### config.mk
export PLATFORM = sky130hd
export DESIGN_NAME = reg_field
export DESIGN_NICKNAME = d
export VERILOG_FILES = /design/src/rtl/reg_field.sv
export SDC_FILE = /design/constraint.sdc
export NUM_CORES = 1
export LEC_CHECK = 0
export CAP_MARGIN = 0
export CORE_ASPECT_RATIO = 0.75
export CORE_MARGIN = 2
export CORE_UTILIZATION = 32
export CTS_BUF_LIST = sky130_fd_sc_hd__clkbuf_2 sky130_fd_sc_hd__clkbuf_4 sky130_fd_sc_hd__clkbuf_8
export DETAILED_ROUTE_END_ITERATION = 7
export PLACE_DENSITY = 0.81
export RECOVER_POWER = 100
export SLEW_MARGIN = 10
export SYNTH_ARGS = -nofsm -noshare
export SYNTH_HDL_FRONTEND = slang
export SYNTH_SLANG_ARGS = --single-unit
### constraint.sdc
create_clock -name clk -period 1.7 [get_ports clk]
set_input_delay 0.51 -clock clk [delete_from_list [all_inputs] [get_ports clk]]
set_output_delay 0.51 -clock clk [all_outputs]
set_load 0.02 [all_outputs]
### src/rtl/reg_field.sv
module reg_field #(
  parameter int unsigned      WIDTH         = 8,
  parameter logic [WIDTH-1:0] RESET_VAL     = '0,
  parameter bit               SW_PRECEDENCE = 1'b0,
  parameter bit               HAS_SET       = 1'b1,
  parameter bit               HAS_CLR       = 1'b0,
  parameter bit               WE_ACTIVE_LOW = 1'b0,
  parameter bit               CLEAR_ON_READ = 1'b0,
  parameter bit               SINGLE_PULSE  = 1'b0
) (
  input  logic             clk,
  input  logic             rst_n,
  input  logic             sw_wr,
  input  logic [WIDTH-1:0] sw_wdata,
  input  logic [WIDTH-1:0] sw_wmask,
  input  logic             sw_rd,
  output logic [WIDTH-1:0] sw_rdata,
  input  logic             hw_we,
  input  logic [WIDTH-1:0] hw_wdata,
  input  logic             hw_set,
  input  logic             hw_clr,
  output logic [WIDTH-1:0] hw_q
);
  localparam bit CLR_LIVE = HAS_CLR && !HAS_SET;

  logic [WIDTH-1:0] q, d;
  logic we_hit, set_hit, clr_hit, rd_hit;

  assign we_hit  = hw_we ^ WE_ACTIVE_LOW;
  assign set_hit = HAS_SET && hw_set;
  assign clr_hit = CLR_LIVE && hw_clr;
  assign rd_hit  = CLEAR_ON_READ && sw_rd;

  always_comb begin
    d = q;
    if (SW_PRECEDENCE) begin
      if (we_hit)  d = hw_wdata;
      if (set_hit) d = '1;
      else if (clr_hit) d = '0;
      if (sw_wr)   d = (d & ~sw_wmask) | (sw_wdata & sw_wmask);
      if (rd_hit)  d = '0;
    end else begin
      if (sw_wr)   d = (d & ~sw_wmask) | (sw_wdata & sw_wmask);
      if (rd_hit)  d = '0;
      if (we_hit)  d = hw_wdata;
      if (set_hit) d = '1;
      else if (clr_hit) d = '0;
    end
    if (SINGLE_PULSE) d = d & (sw_wr ? sw_wmask : '0);
  end

  always_ff @(posedge clk) begin
    if (!rst_n) q <= RESET_VAL;
    else        q <= d;
  end

  assign sw_rdata = q;
  assign hw_q     = q;
endmodule


-- Word-level counts from Yosys, hierarchy flattened
Cells that the tools add are included.
- add/subtract/negate cells: 0
- $mul: 0
- div/mod/pow operators: 0
- magnitude comparators: 0
- eq/ne operators: 0
- shift operators: 0
- mux-type cells: 3
- bitwise gates (word level): 4
- reduce and logical (&&, ||, !) cells: 1
- operators with widths (cell ; number):
    8-bit 2-to-1 mux ; 3
    8-bit AND ; 2
    8-bit NOT ; 1
    8-bit bitwise OR ; 1
    3-bit nonzero test ; 1
- register bits after elaboration: 8
- bits in latches: 0
- bits in writable memories: 0
- bits in read-only memories: 0
- bits of input ports: 31
- output and inout port bits: 16
- logic and storage cells: 9
- memories kept: 0

-- Logic depth before layout (Yosys ltp)
Gate-level depths: netlist of run 1.
- depth in word-level cells: 6
- mapped depth: 5
- mapped depth without buffers: 3

-- Worst setup path after synthesis of run 1
No wires, ideal clock.
- path kind: input -> register
- start point: in hw_set
- end point: reg q[6], in the netlist hw_q[6]
- library setup time: 0.125 ns
- arrival time: 1.268 ns
- required time: 1.575 ns
- setup slack: 0.307 ns
- stages: 5
- buffers on the path: 2
- cell sequence: buf_6 or3_1 buf_6 o21ai_1 a31oi_1
- cells in the longest elaborated chain, start to end: 1
- elaborated cells between the ends (all ways): 2
- classes of those cells: 1 x mux; 1 x reduce/logical
- RTL lines (element ; RTL line ; text):
    start, declared ; 20 ; input logic hw_set,
    3-bit nonzero test (no line) or 8-bit 2-to-1 mux (tied branches) ; n/a ;
    end signal, assigned ; 53 ; if (!rst_n) q <= RESET_VAL;
    end signal, assigned ; 54 ; else q <= d;
    end, declared ; 26 ; logic [WIDTH-1:0] q, d;
Several ways; a longest one is shown, not always the timed one.
A chain may end at the register's enable or synchronous reset.

-- Worst setup path after layout of run 1
- start point: in hw_set
- end point: reg q[7], in the netlist hw_q[7]
Same word-level chain as after synthesis.

==> flow_metrics.tcl, run 1 <==
set metrics [dict create \
    status "completed" \
    peakVddDrop_mv 0.368 \
    maxCapViolations 0 \
    synth_warnings 0 \
    area_growth_pct 73.1 \
    h-tree-depth 1 \
    max_slew.worst_pin.slew_ns 0.276 \
    min-delay-path-class "flop to flop" \
    netlist_area_um2 554 \
    dp_hpwl_mm 1.19 \
    clockPowerShare 0.256 \
    viasPerCell 4.74 \
    postCtsHoldBufs 0 \
    nets 141 \
    grt_use_total 0.158 \
    drtIter0Drc 12 \
    synth_edf_count 0 \
    grt_pass1_vias 567 \
    path_max_fanout 8 \
    clockRootBuffer "clkbuf_4" \
    die_w_um 52.1 \
    largest_reg_flops 8 \
    routed_wl_mm 1.57 \
    dieArea_mm2 0.00208 \
    antenna_cells 0 \
    ios 47 \
    switchingPower_uw 180 \
    yosys.area.top_type "dfxtp_1" \
    grt_overflow_total 0 \
    final_layout_size_suffix_gt1_frac 0.0741 \
    regArea_um2 160 \
    vias 612 \
    antenna_found_initial 0 \
    syn-num-nets 100 \
    cts.clk_slew.worst_paths_ns 0.06 \
    timing_worst_setup_path_type "input port to flop" \
    yosys-top-cells-count "12 x a21oi_1, 8 x buf_4, 8 x dfxtp_1, 8 x mux2i_1, 8 x o21ai_1" \
    yosys-top-cells-area "dfxtp_1 29%, mux2i_1 14%, a21oi_1 11%" \
    finalSetupViolations 0 \
    rsz0062_at_grt "false" \
    ant_nets 0 \
    syn_area_per_cell_um2 8.03 \
    min_period_ns 1.59 \
    fin_worst_skew_ns 0 \
    clockBufferDepth 2 \
    grt_max_degree 19 \
    io_buffers 44 \
    place_congestion 0.710 \
    arrival_ns 1.72 \
    layout_setup_ws_ns 0.113 \
    pwr-share-comb 0.371 \
    leakagePower_nw 0.417 \
    power_density_mw_per_mm2 609 \
    seqPwrFrac 0.373 \
    synthArstFlopShare 0 \
    drv_slew 0 \
    wire_per_inst_um 12.1 \
    cts_tree "yes" \
    die_y_um 40.0 \
    worstPathRequired_ns 1.83 \
    final.period_utilization 0.934 \
    p_int_uw 405 \
    grt_first_pass_wirelength_mm 2.35 \
    yosysUniqueCellTypes 14 \
    hold_violations 0 \
    ys_seq_area_frac 0.289 \
    multi_input_area_um2 308 \
    synth_most_common_cell "a21oi_1" \
    cts_made_buffers 3 \
    swShare 0.307 \
    dp_slack_ns -0.109 \
    initial_core_util 0.358 \
    netlist.area_leader.share 0.289 \
    rows 12 \
    cts_sinks 8 \
    synth_cells 69 \
    ys_ff_latch 8 \
    synth_ff_type "dfxtp_1" \
    clock_latency_ns 0.25 \
    drc 0 \
    slew_headroom 0.816 \
    timing.fmax_mhz 630 \
    worst_setup_path_start_kind "input port" \
    first_pass_iters 4 \
    hold_ws_ns 0.552 \
    nFillCells 139 \
    critPathCaptureType "flop" \
    core_mm2 0.00155 \
]
[metal layers]
metal  track usage  vias to the layer above  share of wire
met5             0                        -              0
met3        0.0410                        2          0.087
met4        0.0855                        0         0.0038
met1         0.190                      275           0.47
met2         0.263                       26           0.44
li1              -                      309              -
[placed cells by master, fill, tap and decap left out, types with 3 or more instances in the layout]
cell type	count
mux2i_1	8
clkdlybuf4s50_1	28
dfxtp_1	8
nand2b_1	7
o21ai_1	3
o21ai_0	5
a21oi_1	12
or2_0	6
dlygate4sd2_1	16
buf_4	3
clkbuf_4	3
[metrics by stage]
stage               setup TNS, ns  power, mW  instance area (um2)  utilization  cells
floorplan                       0      0.342                  554            -     69
global placement           -0.683      0.459                  957        0.619    126
detailed placement         -0.790      0.464                  957        0.619    126
CTS                             0      0.590                  960        0.621    129
global route                    0      0.623                  960        0.621    129
finish                          0      0.585                  960        0.621    129
[cells by family after synthesis]
family	after synthesis	share of synthesized area
simple gates	20	0.208
buf+inv	11	0.156
compound gates	22	0.203
flops	8	0.289
mux	8	0.144
[cell type report]
class,count,share of cell area
clock buffers,3,0.0235
well taps,21,0.0274
repair buffers,47,0.462
flip-flops and latches,8,0.167
multi-input cells,50,0.321
[critical path, cell delays in order]
cell             delay [ns]
clkdlybuf4s50_1        0.42
or3_1                  0.51
o21ai_0                0.22
a31oi_1                0.06
[final timing paths]
| kind | startpoint | to | slack [ns] | cells after the start |
|---|---|---|---|---|
| worst max-delay path | hw_set | hw_q[7] | 0.11 | 4 |
| worst max register to register | hw_q[6] | hw_q[6] | 0.76 | 3 |
| worst min register to register | hw_q[0] | hw_q[0] | 0.55 | 2 |
| worst min-delay path | hw_q[0] | hw_q[0] | 0.55 | 2 |
[power by group through the flow]
| stage | clock network (mW) | registers [mW] | logic, mW |
|---|---|---|---|
| 2_1_floorplan | 0 | 0.242 | 0.100 |
| 3_3_place_gp | 0 | 0.223 | 0.237 |
| 3_5_place_dp | 0 | 0.225 | 0.239 |
| 4_1_cts | 0.152 | 0.219 | 0.219 |
| 5_1_grt | 0.170 | 0.221 | 0.232 |
| 6_report | 0.150 | 0.218 | 0.217 |
[what timing repair did]
| action | in CTS | in global routing |
|---|---|---|
| setup buffers | 0 | 0 |
| resized for setup | 16 | 0 |
| endpoints found under the setup margin | 16 | 0 |
Power figures use the tool's default switching activity.
==> inputs of run 2 (changes only) <==
==> constraint.sdc (replaced) <==
create_clock -name clk -period 1.7 [get_ports clk]
set_input_delay 0.34 -clock clk [delete_from_list [all_inputs] [get_ports clk]]
set_output_delay 0.34 -clock clk [all_outputs]
set_load 0.02 [all_outputs]
==> run 2 against run 1 <==
Core utilization rose by 0.65 points. Clock skew did not move. Non-clock buffer count fell by 1. Critical endpoint is now sw_rdata[0]. Highest routed layer is now met3.
==> flow_metrics.tcl, run 2 (synthesis results as in run 1) <==
set metrics [dict create \
    leakagePower_nw 0.381 \
    area_growth_pct 74.9 \
    dp_hpwl_mm 1.21 \
    maxCapViolations 0 \
    routed_wl_mm 1.57 \
    grt_max_degree 19 \
    grt_first_pass_wirelength_mm 2.34 \
    antenna_found_initial 0 \
    h-tree-depth 1 \
    total_power_uw 599 \
    peakVddDrop_mv 0.330 \
    cp_slowest_cell "dlygate4sd3_1" \
    max_slew.worst_pin.slew_ns 0.302 \
    die_w_um 52.1 \
    postCtsSetupRepairBufs 0 \
    dieArea_mm2 0.00208 \
    met1_length_um 684 \
    antenna_cells 0 \
    cts.clk_slew.worst_paths_ns 0.06 \
    slew_headroom 0.799 \
    grt_overflow_total 0 \
    critPathCaptureType "primary output" \
    clockRootBuffer "clkbuf_4" \
    status "completed" \
    drv_slew 0 \
    ant_nets 0 \
    vias 598 \
    ff2ff_path_depth 3 \
    die_y_um 40.0 \
    initial_core_util 0.358 \
    hold_violations 0 \
    dp.cells 125 \
    cp_cell_sequence "dlygate4sd3_1" \
    postLayoutCoreUtil 0.627 \
    cts_made_buffers 3 \
    postCtsHoldBufs 0 \
    critPathBufInv 1 \
    critPathMaxStageDelay_ns 0.68 \
    drtIter0Drc 11 \
    clock_latency_ns 0.25 \
    final_layout_size_suffix_gt1_frac 0.0654 \
    setup_tns_ns 0 \
    clockBufferDepth 2 \
    first_pass_iters 4 \
    wl_met2_um 753 \
    power_density_mw_per_mm2 618 \
    rsz0062_at_grt "false" \
    place_congestion 0.650 \
    timing_worst_setup_path_type "flop to primary output" \
    hold_ws_ns 0.565 \
    layout_setup_ws_ns 0.0696 \
    drc 0 \
    cts_tree "yes" \
    finalSetupViolations 0 \
    fin_area_um2 970 \
    viasPerCell 4.67 \
    largest_reg_flops 8 \
    min_period_ns 1.63 \
    dp_slack_ns 0.0590 \
    path_delay_family "buffers and inverters" \
    postPlaceCellArea_um2 950 \
    final.period_utilization 0.959 \
    timing.fmax_mhz 613 \
    nets 140 \
    cts_sinks 8 \
    wire_per_inst_um 12.2 \
    highest_layer "met3" \
    instances_no_fill 128 \
    ios 47 \
    final_common_cell "clkdlybuf4s50_1" \
    rows 12 \
    core_mm2 0.00155 \
    arrival_ns 1.29 \
    whs_path_depth 2 \
    worstPathRequired_ns 1.36 \
    io_buffers 44 \
    mostFrequentLayoutCells "38 x clkdlybuf4s50_1, 12 x a21oi_1, 8 x mux2i_1, 8 x dfxtp_1, 7 x nand2b_1" \
    grt_use_total 0.152 \
    post_cts_resized 0 \
    dr_wl_met3_um 129 \
    grt_pass1_vias 557 \
    worst_setup_path_start_kind "flop" \
    path_max_fanout 4 \
    fin_worst_skew_ns 0 \
    worst-path-stages 1 \
    min-delay-path-class "flop to flop" \
]
==> run 2: cell types whose count changed in the layout (fill, tap and decap cells not counted) <==
cell,change
clkbuf_2,+1
dlygate4sd2_1,-16
buf_4,-2
clkdlybuf4s50_1,+10
dlygate4sd3_1,+6
==> run 2: cell type report <==
| class | count | area (um2) |
|---|---|---|
| clock buffer | 3 | 22.5 |
| fill | 125 | 577 |
| multi-input combinational | 50 | 308 |
| sequential | 8 | 160 |
| tap | 21 | 26.3 |
| timing repair buffer | 46 | 453 |
==> run 2: per-layer routing <==
layer / vias to the layer above / global-route usage
li1: 307 / -
met1: 267 / 0.179
met2: 24 / 0.285
met3: 0 / 0.0448
met4: 0 / 0.0197
met5: - / 0
==> run 2: power breakdown <==
part	leakage (nW)	total [mW]	internal, mW	switching [mW]
clock network	0.0138	0.147	0.0809	0.0661
logic	0.300	0.233	0.136	0.0967
registers	0.0673	0.219	0.204	0.0151
==> run 2: path summary, 6_finish.rpt <==
kind | end | slack (ns) | startpoint
worst min register to register | hw_q[1] | 0.56 | hw_q[1]
worst min-delay path | hw_q[1] | 0.56 | hw_q[1]
worst max-delay path | sw_rdata[0] | 0.07 | hw_q[0]
worst max register to register | hw_q[6] | 0.73 | hw_q[6]
